**config.mk**
```make
export PLATFORM = sky130hd
export DESIGN_NAME = gpt_timer
export DESIGN_NICKNAME = d
export VERILOG_FILES = /design/src/rtl/gpt_pkg.sv /design/src/rtl/gpt_regs.sv /design/src/rtl/gpt_count.sv /design/src/rtl/gpt_rtc.sv /design/src/rtl/gpt_irq.sv /design/src/rtl/gpt_timer.sv
export SDC_FILE = /design/constraint.sdc
export NUM_CORES = 1
export LEC_CHECK = 0
export ABC_AREA = 1
export BUFFER_PORTS_ARGS = -buffer_cell sky130_fd_sc_hd__clkbuf_2
export CORE_ASPECT_RATIO = 0.9
export CORE_MARGIN = 5
export CORE_UTILIZATION = 30
export CTS_BUF_LIST = sky130_fd_sc_hd__clkbuf_8
export DETAILED_ROUTE_END_ITERATION = 12
export HOLD_SLACK_MARGIN = 0.05
export PLACE_DENSITY_LB_ADDON = 0.25
export SLEW_MARGIN = 20
export SYNTH_ARGS = -nofsm -noshare
export SYNTH_HDL_FRONTEND = slang
export SYNTH_SLANG_ARGS = --single-unit
```
**constraint.sdc**
```tcl
create_clock -name clk -period 2 [get_ports clk]
set_clock_uncertainty 0.2 [all_clocks]
set_input_delay 0.2 -clock clk [delete_from_list [all_inputs] [get_ports clk]]
set_output_delay 0.2 -clock clk [all_outputs]
set_load 0.01 [all_outputs]
```
**src/rtl/gpt_pkg.sv**
```systemverilog
package gpt_pkg;
  localparam int ADDR_W = 6;

  localparam logic [ADDR_W-1:0] A_CFG     = 6'h00;
  localparam logic [ADDR_W-1:0] A_CTRL    = 6'h04;
  localparam logic [ADDR_W-1:0] A_MODE_A  = 6'h08;
  localparam logic [ADDR_W-1:0] A_MODE_B  = 6'h0C;
  localparam logic [ADDR_W-1:0] A_LOAD_A  = 6'h10;
  localparam logic [ADDR_W-1:0] A_LOAD_B  = 6'h14;
  localparam logic [ADDR_W-1:0] A_MATCH_A = 6'h18;
  localparam logic [ADDR_W-1:0] A_MATCH_B = 6'h1C;
  localparam logic [ADDR_W-1:0] A_IMASK   = 6'h20;
  localparam logic [ADDR_W-1:0] A_ICLR    = 6'h24;
  localparam logic [ADDR_W-1:0] A_RAW     = 6'h28;
  localparam logic [ADDR_W-1:0] A_MASKED  = 6'h2C;
  localparam logic [ADDR_W-1:0] A_PRE_A   = 6'h30;
  localparam logic [ADDR_W-1:0] A_PRE_B   = 6'h34;

  localparam int STAT_W = 7;
  localparam logic [STAT_W-1:0] IMASK_KEEP = 7'h77;
  localparam int ST_TMO = 0;
  localparam int ST_RTC = 1;

  localparam int CTL_EN_A = 0;
  localparam int CTL_TRIG = 5;
  localparam int CTL_EN_B = 8;

  localparam int CFG_CNT32 = 0;
  localparam int CFG_RTC   = 1;
  localparam int CFG_SPLIT = 4;
endpackage

```
**src/rtl/gpt_regs.sv**
```systemverilog
module gpt_regs
  import gpt_pkg::*;
#(
  parameter int HALF_W = 16,
  parameter int CFG_W  = 3,
  parameter int MODE_W = 4,
  parameter int CTRL_W = 16,
  parameter int PRE_W  = 8
) (
  input  logic                clk,
  input  logic                rst_n,
  input  logic                bus_wr,
  input  logic [ADDR_W-1:0]   bus_addr,
  input  logic [2*HALF_W-1:0] bus_wdata,
  input  logic                oneshot_done,
  input  logic [STAT_W-1:0]   status,
  output logic [CFG_W-1:0]    cfg,
  output logic [MODE_W-1:0]   mode_a,
  output logic [CTRL_W-1:0]   ctrl,
  output logic [2*HALF_W-1:0] load_val,
  output logic [2*HALF_W-1:0] match_val,
  output logic [STAT_W-1:0]   imask,
  output logic                start_a,
  output logic [STAT_W-1:0]   clr_bits,
  output logic [2*HALF_W-1:0] rdata
);
  localparam int DATA_W = 2 * HALF_W;

  logic [MODE_W-1:0] mode_b;
  logic [HALF_W-1:0] load_lo, load_hi, match_lo, match_hi;
  logic [PRE_W-1:0]  pre_a, pre_b;
  logic [CTRL_W-1:0] ctrl_nxt;
  logic busy, split;

  assign busy  = ctrl[CTL_EN_A] | ctrl[CTL_EN_B];
  assign split = (cfg >= CFG_W'(CFG_SPLIT));

  logic sel_cfg, sel_ctrl, sel_ma, sel_mb, sel_la, sel_lb, sel_xa, sel_xb;
  logic sel_msk, sel_clr, sel_pa, sel_pb;
  assign sel_cfg  = bus_wr && (bus_addr == A_CFG);
  assign sel_ctrl = bus_wr && (bus_addr == A_CTRL);
  assign sel_ma   = bus_wr && (bus_addr == A_MODE_A);
  assign sel_mb   = bus_wr && (bus_addr == A_MODE_B);
  assign sel_la   = bus_wr && (bus_addr == A_LOAD_A);
  assign sel_lb   = bus_wr && (bus_addr == A_LOAD_B);
  assign sel_xa   = bus_wr && (bus_addr == A_MATCH_A);
  assign sel_xb   = bus_wr && (bus_addr == A_MATCH_B);
  assign sel_msk  = bus_wr && (bus_addr == A_IMASK);
  assign sel_clr  = bus_wr && (bus_addr == A_ICLR);
  assign sel_pa   = bus_wr && (bus_addr == A_PRE_A);
  assign sel_pb   = bus_wr && (bus_addr == A_PRE_B);

  assign start_a  = sel_ctrl && bus_wdata[CTL_EN_A] && !ctrl[CTL_EN_A];
  assign clr_bits = sel_clr ? bus_wdata[STAT_W-1:0] : '0;

  always_comb begin
    ctrl_nxt = ctrl;
    if (sel_ctrl) begin
      ctrl_nxt = bus_wdata[CTRL_W-1:0];
      if (!split) ctrl_nxt[CTL_EN_B] = ctrl[CTL_EN_B];
    end else if (oneshot_done) begin
      ctrl_nxt[CTL_EN_A] = 1'b0;
    end
  end

  always_ff @(posedge clk) begin
    if (!rst_n) begin
      cfg      <= '0;
      mode_a   <= '0;
      mode_b   <= '0;
      ctrl     <= '0;
      load_lo  <= '0;
      load_hi  <= '0;
      match_lo <= '0;
      match_hi <= '0;
      imask    <= '0;
      pre_a    <= '0;
      pre_b    <= '0;
    end else begin
      ctrl <= ctrl_nxt;
      if (sel_cfg && !busy) cfg    <= bus_wdata[CFG_W-1:0];
      if (sel_ma  && !busy) mode_a <= bus_wdata[MODE_W-1:0];
      if (sel_mb  && !busy) mode_b <= bus_wdata[MODE_W-1:0];
      if (sel_la) begin
        load_lo <= bus_wdata[HALF_W-1:0];
        load_hi <= bus_wdata[DATA_W-1:HALF_W];
      end else if (sel_lb) begin
        load_hi <= bus_wdata[HALF_W-1:0];
      end
      if (sel_xa) begin
        match_lo <= bus_wdata[HALF_W-1:0];
        match_hi <= bus_wdata[DATA_W-1:HALF_W];
      end else if (sel_xb) begin
        match_hi <= bus_wdata[HALF_W-1:0];
      end
      if (sel_msk) imask <= bus_wdata[STAT_W-1:0] & IMASK_KEEP;
      if (sel_pa)  pre_a <= bus_wdata[PRE_W-1:0];
      if (sel_pb)  pre_b <= bus_wdata[PRE_W-1:0];
    end
  end

  assign load_val  = {load_hi, load_lo};
  assign match_val = {match_hi, match_lo};

  always_comb begin
    rdata = '0;
    unique case (bus_addr)
      A_CFG:     rdata = DATA_W'(cfg);
      A_CTRL:    rdata = DATA_W'(ctrl);
      A_MODE_A:  rdata = DATA_W'(mode_a);
      A_MODE_B:  rdata = DATA_W'(mode_b);
      A_LOAD_A:  rdata = {split ? '0 : load_hi, load_lo};
      A_LOAD_B:  rdata = DATA_W'(load_hi);
      A_MATCH_A: rdata = {split ? '0 : match_hi, match_lo};
      A_MATCH_B: rdata = DATA_W'(match_hi);
      A_IMASK:   rdata = DATA_W'(imask);
      A_RAW:     rdata = DATA_W'(status);
      A_MASKED:  rdata = DATA_W'(status & imask);
      A_PRE_A:   rdata = DATA_W'(pre_a);
      A_PRE_B:   rdata = DATA_W'(pre_b);
      default:   rdata = '0;
    endcase
  end
endmodule

```
**src/rtl/gpt_count.sv**
```systemverilog
module gpt_count #(
  parameter int CNT_W = 32
) (
  input  logic             clk,
  input  logic             rst_n,
  input  logic             start,
  input  logic             run,
  input  logic             oneshot,
  input  logic             trig_en,
  input  logic [CNT_W-1:0] load_val,
  output logic             timeout,
  output logic             adc_trig
);
  logic [CNT_W-1:0] cnt;

  assign timeout = run && !start && (cnt == CNT_W'(1));

  always_ff @(posedge clk) begin
    if (!rst_n) begin
      cnt      <= '0;
      adc_trig <= 1'b0;
    end else begin
      adc_trig <= timeout && trig_en;
      if (start)        cnt <= load_val;
      else if (timeout) cnt <= oneshot ? '0 : load_val;
      else if (run)     cnt <= cnt - CNT_W'(1);
    end
  end
endmodule

```
**src/rtl/gpt_rtc.sv**
```systemverilog
module gpt_rtc #(
  parameter int CNT_W = 32
) (
  input  logic             clk,
  input  logic             rst_n,
  input  logic             start,
  input  logic             run,
  input  logic             pps_tick,
  input  logic [CNT_W-1:0] match_val,
  output logic             hit
);
  logic [CNT_W-1:0] secs;
  logic [CNT_W-1:0] secs_inc;

  assign secs_inc = secs + CNT_W'(1);
  assign hit = run && !start && pps_tick && (secs_inc == match_val);

  always_ff @(posedge clk) begin
    if (!rst_n)                secs <= '0;
    else if (start)            secs <= '0;
    else if (run && pps_tick)  secs <= secs_inc;
  end
endmodule

```
**src/rtl/gpt_irq.sv**
```systemverilog
module gpt_irq #(
  parameter int STAT_W = 7
) (
  input  logic              clk,
  input  logic              rst_n,
  input  logic [STAT_W-1:0] set_bits,
  input  logic [STAT_W-1:0] clr_bits,
  input  logic [STAT_W-1:0] imask,
  output logic [STAT_W-1:0] status,
  output logic              irq
);
  always_ff @(posedge clk) begin
    if (!rst_n) status <= '0;
    else        status <= (status & ~clr_bits) | set_bits;
  end

  assign irq = |(status & imask);
endmodule

```
**src/rtl/gpt_timer.sv**
```systemverilog
module gpt_timer
  import gpt_pkg::*;
#(
  parameter int HALF_W = 16,
  parameter int CFG_W  = 3,
  parameter int MODE_W = 4,
  parameter int CTRL_W = 16,
  parameter int PRE_W  = 8
) (
  input  logic                clk,
  input  logic                rst_n,
  input  logic                bus_wr,
  input  logic [ADDR_W-1:0]   bus_addr,
  input  logic [2*HALF_W-1:0] bus_wdata,
  output logic [2*HALF_W-1:0] bus_rdata,
  input  logic                pps_tick,
  output logic                irq,
  output logic                adc_trig
);
  localparam int DATA_W = 2 * HALF_W;

  logic [CFG_W-1:0]  cfg;
  logic [MODE_W-1:0] mode_a;
  logic [CTRL_W-1:0] ctrl;
  logic [DATA_W-1:0] load_val, match_val;
  logic [STAT_W-1:0] imask, clr_bits, status, set_bits;
  logic start_a, timeout, rtc_hit, oneshot;
  logic is_cnt, is_rtc;

  assign is_cnt  = (cfg == CFG_W'(CFG_CNT32));
  assign is_rtc  = (cfg == CFG_W'(CFG_RTC));
  assign oneshot = mode_a[0];

  gpt_regs #(
    .HALF_W(HALF_W), .CFG_W(CFG_W), .MODE_W(MODE_W),
    .CTRL_W(CTRL_W), .PRE_W(PRE_W)
  ) u_regs (
    .clk(clk), .rst_n(rst_n), .bus_wr(bus_wr), .bus_addr(bus_addr),
    .bus_wdata(bus_wdata), .oneshot_done(timeout && oneshot),
    .status(status), .cfg(cfg), .mode_a(mode_a), .ctrl(ctrl),
    .load_val(load_val), .match_val(match_val), .imask(imask),
    .start_a(start_a), .clr_bits(clr_bits), .rdata(bus_rdata)
  );

  gpt_count #(.CNT_W(DATA_W)) u_count (
    .clk(clk), .rst_n(rst_n),
    .start(start_a && is_cnt),
    .run(ctrl[CTL_EN_A] && is_cnt),
    .oneshot(oneshot), .trig_en(ctrl[CTL_TRIG]),
    .load_val(load_val), .timeout(timeout), .adc_trig(adc_trig)
  );

  gpt_rtc #(.CNT_W(DATA_W)) u_rtc (
    .clk(clk), .rst_n(rst_n),
    .start(start_a && is_rtc),
    .run(ctrl[CTL_EN_A] && is_rtc),
    .pps_tick(pps_tick), .match_val(match_val), .hit(rtc_hit)
  );

  always_comb begin
    set_bits = '0;
    set_bits[ST_TMO] = timeout;
    set_bits[ST_RTC] = rtc_hit;
  end

  gpt_irq #(.STAT_W(STAT_W)) u_irq (
    .clk(clk), .rst_n(rst_n), .set_bits(set_bits), .clr_bits(clr_bits),
    .imask(imask), .status(status), .irq(irq)
  );
endmodule

```
=== Word-level counts from Yosys, hierarchy flattened ===
Index checks and enable logic that the tools add are counted.
W data, S select, Z words.

* Register bits after elaboration: 185
* Input port bits: 42
* Word-level logic and storage cells: 99

* $add $sub $neg: 2
* $lt $le $gt $ge: 1
* Equal/unequal tests: 16
* Muxes and demuxes: 14
* Bitwise gates (word level): 7
* Reductions and logical operators: 42

{| class="wikitable"
|+ Operator list
! kind !! count
|-
| $pmux W32 S13 || 1
|-
| $mux W32 || 4
|-
| $mux W16 || 6
|-
| $eq A6 B6 Y1 const B || 6
|-
| $add A32 B1 Y32 const B || 1
|-
| $eq A32 B1 Y1 const B || 1
|-
| $eq A32 B32 Y1 || 1
|-
| $sub A32 B1 Y32 const B || 1
|-
| $logic_and A1 B1 Y1 || 29
|-
| $eq A6 B5 Y1 const B || 4
|-
| $and A7 B7 Y7 || 3
|-
| $eq A6 B4 Y1 const B || 2
|-
| $mux W7 || 1
|-
| $not A7 Y7 || 1
|-
| $or A7 B2 Y7 || 1
|-
| $reduce_or A7 Y1 || 1
|-
| $eq A6 B3 Y1 const B || 1
|-
| $logic_not A6 Y1 || 1
|-
| $reduce_bool A2 Y1 || 3
|-
| $logic_not A1 Y1 || 4
|-
| $eq A3 B1 Y1 const B || 1
|-
| $ge A3 B3 Y1 const B || 1
|-
| $logic_not A3 Y1 || 1
|-
| $reduce_bool A3 Y1 || 1
|-
| other kinds (5) || 6
|}

=== Longest topological paths before layout ===
* Word-level depth: 11
* Gate-level depth with buffers: 15

=== Cells and area by module ===
A second synthesis with hierarchy kept.

* Cell total of the unflattened synthesis: 1,913
* Area, all modules: 11,840.1 um^2

{| class="wikitable"
|+ By module, submodules not included
! module !! times used !! cells an instance !! area each (um^2) !! seq. area each (um^2)
|-
| gpt_regs || 1 || 901 || 5,764.3 || 2,262.2
|-
| gpt_rtc || 1 || 500 || 2,889.0 || 640.6
|-
| gpt_count || 1 || 456 || 2,851.5 || 660.6
|-
| gpt_irq || 1 || 43 || 284.0 || 140.1
|-
| gpt_timer || 1 || 13 || 51.3 || 0.0
|}

=== Least setup slack after synthesis ===
No wires, ideal clock.

* Path type: register to register
* Start: register u_count.cnt[0]
* End: register u_count.cnt[24]
* Data arrival time: 1.724 ns
* Required time: 1.691 ns
* Path slack: -0.033 ns
* Stages on the path, launching flop included: 14
* Buffers on the path: 0
* Cell sequence: dfxtp_1 inv_1 ha_1 nand2_1 nor3_2 nand2_1 nor2_2 nand2_1 nor2_1 a21oi_1 o22ai_1 nand2_1 nand2_1 inv_1

* Word-level cells in the longest chain between the ends: 4

{| class="wikitable"
|+ RTL lines
! element !! line !! RTL
|-
| from (decl) || gpt_count.sv:14 || <nowiki>logic [CNT_W-1:0] cnt;</nowiki>
|-
| from (signal assigned) || gpt_count.sv:24 || <nowiki>if (start) cnt <= load_val;</nowiki>
|-
| from (signal assigned) || gpt_count.sv:25 || <nowiki>else if (timeout) cnt <= oneshot ? '0 : load_val;</nowiki>
|-
| from (signal assigned) || gpt_count.sv:26 || <nowiki>else if (run) cnt <= cnt - CNT_W'(1);</nowiki>
|-
| $sub A32 B1 Y32 or $eq A32 B1 Y1 (tied branches) || gpt_count.sv:26, gpt_count.sv:16 ||
|-
| $mux W32 or $logic_and A1 B1 Y1 (tied branches) || gpt_count.sv:26, gpt_count.sv:16 ||
|-
| $mux W32 || gpt_count.sv:25 ||
|-
| $mux W32 || gpt_count.sv:24 ||
|}

Several ways; a longest one is shown, not always the timed one. The select of a mux whose other input is x is not followed.
A chain may end at the register's enable or synchronous reset.

=== Worst setup path in the final report ===
* Start: register u_rtc.secs[8]
* End: register u_irq.status[1]

* Word-level cells in the longest chain between the ends: 4

{| class="wikitable"
|+ RTL lines
! element !! line !! RTL
|-
| from (decl) || gpt_rtc.sv:12 || <nowiki>logic [CNT_W-1:0] secs;</nowiki>
|-
| from (signal assigned) || gpt_rtc.sv:21 || <nowiki>else if (run && pps_tick) secs <= secs_inc;</nowiki>
|-
| $add A32 B1 Y32 || gpt_rtc.sv:15 || <nowiki>assign secs_inc = secs + CNT_W'(1);</nowiki>
|-
| $eq A32 B32 Y1 || gpt_rtc.sv:16 || <nowiki>assign hit = run && !start && pps_tick && (secs_inc == match_val);</nowiki>
|-
| $logic_and A1 B1 Y1 || gpt_rtc.sv:16 ||
|-
| $or A7 B2 Y7 || gpt_irq.sv:14 || <nowiki>else status <= (status & ~clr_bits) | set_bits;</nowiki>
|-
| to (signal assigned) || gpt_irq.sv:14 ||
|-
| to (decl) || gpt_irq.sv:9 || <nowiki>output logic [STAT_W-1:0] status,</nowiki>
|}

Every way passes these cells.

==> results.sh <==
export IMPL_cpMaxStageDelayCell="dfxtp_4"
export IMPL_fin_crit_sh_pct=112
export IMPL_diodes=0
export IMPL_synth_top_area_share_pct=35.3
export IMPL_maxCapViolations=0
export IMPL_outcome="finished with violations"
export IMPL_hold_start="bus_addr[2]"
export IMPL_syn_to_final_growth_pct=65.7
export IMPL_end_kind="register"
export IMPL_die_x_um=207
export IMPL_port_buffers=75
export IMPL_drcViolationCount=0
export IMPL_ios=76
export IMPL_critPathRequiredTime_ns=2.21
export IMPL_violations="setup timing"
export IMPL_num_nets_final=2095
export IMPL_insertion_delay_ns=0.50
export IMPL_overflow=0
export IMPL_r2r_start="u_rtc.secs[8]$_SDFFE_PP0P_"
export IMPL_via_count=13095
export IMPL_initial_core_util_pct=30.2
export IMPL_r2r_cells=18
export IMPL_p_leak_nw=7.54
export IMPL_root_buffer="clkbuf_8"
export IMPL_p_sw_w=0.00215
export IMPL_cp_cell_sequence="nand2_2, nor2_4, buf_4, buf_4, buf_4, nand2_1, nor2_1, buf_4, nand2_1, nand2_2, nand2_2, nand2_2, nand2_1, nor2_1, nand2_1, nor2_1, nand3_1, a21oi_1"
export IMPL_core_sq_um=34800
export IMPL_cts_tree="built"
export IMPL_wirelength_mm=47.2
export IMPL_worstPathMaxFanout=4
export IMPL_wl_per_cell_um=18.6
export IMPL_vias_per_cell=5.17
export IMPL_ys_seq_area_share_pct=35.3
export IMPL_h_tree_depth=4
export IMPL_layout_common_cells="303 x nand2_1, 277 x buf_4, 191 x nor2_1, 154 x o21ai_0, 141 x dfxtp_1"
export IMPL_clk_path_buf_depth=2
export IMPL_avgSynthCellArea_sq_um=6.47
export IMPL_clk_transition_reported_paths_ns=0.12
export IMPL_fin_crit_ns=2.23
export IMPL_cts_made_buffers=17
export IMPL_hold_depth=4
export IMPL_power_internal_w=0.00544
export IMPL_detailed_place_hpwl_mm=32.9
export IMPL_die_area_sq_um=38800
export IMPL_r2r_slack_ns=-0.23
export IMPL_dr_pass1_iters=5
export IMPL_yosysTopAreaCell="dfxtp_1"
export IMPL_gp_congestion=0.951
export IMPL_multi_input_area_sq_um=7630
export IMPL_netlist_instances=1622
export IMPL_ys_top_cells_by_area="dfxtp_1 35%, nand2_1 13%, nor2_1 9.3%"
export IMPL_rows=65
export IMPL_layout_area_seq_sq_um=3800
export IMPL_start_kind="register"
export IMPL_drtIter0Drc=1090
export IMPL_antenna_found_initial=0
export IMPL_relSlewSlack_pct=59.6
export IMPL_seq_power_share_pct=49.0
export IMPL_pwr_share_clk_pct=37.1
export IMPL_timing_final_hold_violations=0
export IMPL_hp_class="in -> reg"
export IMPL_mostFrequentLayoutCell="nand2_1"
export IMPL_syn_nets=1667
export IMPL_grt_pass1_wl_mm=69.1
export IMPL_p_comb_share_pct=13.9
export IMPL_powerDensity_nw_per_um2=436
export IMPL_cp_top_family="simple AND/OR/NAND/NOR gates"
export IMPL_whs_endpoint="u_regs.load_hi[2]$_SDFFE_PN0P_"
export IMPL_drv_slew=0
export IMPL_ys_ff_latch=185
export IMPL_instances_no_fill=2531
export IMPL_grt_max_degree=54
export IMPL_setup_slack_ns=-0.232
export IMPL_timing_rr_end="u_irq.status[1]$_SDFF_PN0_"
export IMPL_peakVddDrop_uv=413
export IMPL_grt_setup_unrepaired="true"
export IMPL_worstMarginPinSlew_ns=0.605
export IMPL_ant_nets=0
export IMPL_die_h_um=187
export IMPL_worst_path_buf_inv=4
export IMPL_placed_cells=2355
export IMPL_fillCellCount=3395
export IMPL_syn_area_sq_um=10500
export IMPL_grt_pass1_vias=12051
export IMPL_synth_distinct_cells=47
export IMPL_yosysWarnings=0
export IMPL_setup_viol=55
export IMPL_p_sw_share_pct=28.3
export IMPL_track_usage_pct=22.3
export IMPL_cts_num_sinks=185
export IMPL_setup_worst_path_class="reg -> reg"
export IMPL_postLayoutCoreUtil_pct=50.0
export IMPL_arrival_ns=2.44
export IMPL_drive_gt1_share_pct=39.6
export IMPL_max_stage_delay_ns=0.38
export IMPL_fmax_mhz=448
area by class of cell:
cell class,instances,share of cell area [%]
Tap cell,469,3.37
Sequential cell,185,21.8
Timing Repair inverter,1,0.0432
Multi-Input combinational cell,1214,43.9
Inverter,154,3.56
Timing Repair Buffer,477,24.9
Clock inverter,13,0.950
Clock buffer,18,1.42
synth_stat cells (all sizes together):
master,instances
a21o,2
o21bai,2
a22o,3
o22ai,7
ha,3
nand2,369
a221oi,18
dfxtp,185
a21boi,1
inv,151
nor2,270
a31oi,22
nor3,15
or2,2
a22oi,26
clkbuf,49
nand4,17
o41ai,1
xor2,6
a21oi,116
o21ai,182
clkinv,3
xnor2,10
a31o,1
buf,20
o211ai,9
nor4,5
o31ai,1
xor3,4
o2111ai,11
nand3b,5
nand3,106
per-layer routing:
layer	vias up	global-route usage, %	wire length (um)	part of all wire, %
met2	503	35.4	21700	46
li1	6299	-	-	-
met4	0	7.02	1290	2.7
met1	6219	30.8	20900	44
met3	74	4.14	3260	6.9
met5	-	0	0	0
power by group through the flow:
stage	clock network (W)	logic (W)	registers (W)
floorplan	0	0.000357	0.00381
global placement	0	0.000685	0.00382
detailed placement	0	0.000689	0.00382
CTS	0.00286	0.000877	0.00373
global route	0.00299	0.00113	0.00372
finish	0.00282	0.00106	0.00372
state kept, by name (all words and copies together), names as in the netlist:
name              count
u_regs.pre_b          8
u_irq.status          7
u_regs.mode_b         4
u_regs.load_hi       16
u_regs.pre_a          8
u_count.cnt          32
u_regs.ctrl          16
u_regs.cfg            3
u_regs.load_lo       16
u_count.adc_trig      1
u_regs.mode_a         4
u_regs.match_lo      16
u_regs.imask          6
u_regs.match_hi      16
u_rtc.secs           32
per-stage QoR:
stage	worst slack, ns	cell area [sq um]	power [W]	hold slack [ns]	setup TNS, ns
after CTS	-0.222	15800	0.00747	0.0865	-2.39
after floorplan	0.00220	10500	0.00416	0.135	0
after global placement	-0.356	13300	0.00450	0.242	-7.90
after detailed placement	-0.319	13300	0.00451	0.250	-9.50
final	-0.232	17400	0.00759	0.101	-5.78
after global routing	-0.415	17400	0.00783	0.125	-10.46
tightest hold or removal path, stage by stage:
cell and delay (ns):
clkbuf_8 0.15, buf_4 0.22, nand2_1 0.11, a31oi_1 0.08
worst max path at each step:
stage / slack, ns / startpoint / depth (start not counted) / endpoint
after floorplan: 0.002 / u_rtc.secs[1]$_SDFFE_PP0P_ / 15 / u_irq.status[1]$_SDFF_PN0_
after global placement: -0.36 / bus_addr[3] / 11 / bus_rdata[5]
after detailed placement: -0.32 / bus_addr[3] / 11 / bus_rdata[5]
after CTS: -0.22 / u_rtc.secs[1]$_SDFFE_PP0P_ / 15 / u_irq.status[1]$_SDFF_PN0_
after global routing: -0.41 / u_rtc.secs[0]$_SDFFE_PP0P_ / 15 / u_irq.status[1]$_SDFF_PN0_
final: -0.23 / u_rtc.secs[8]$_SDFFE_PP0P_ / 18 / u_irq.status[1]$_SDFF_PN0_
cell families after synthesis:
| logic type | count (synthesis) | share of synthesized area (%) |
|---|---|---|
| and+or+nand+nor | 789 | 31.7 |
| AOI/OAI and AO/OA | 402 | 22.0 |
| buffers and inverters | 223 | 8.50 |
| DFF | 185 | 35.3 |
| xor gates and xnor gates | 20 | 2.24 |
| adders and majority gates | 3 | 0.358 |
what timing repair did:
item,in CTS,in global routing
hold endpoints to repair,116,0
cloned,3,8
setup buffers,56,44
setup endpoints to repair,62,98
resized for setup,283,326
pin swaps,88,129
hold buffers,52,0
No activity file was read; power rests on OpenSTA's default activity.
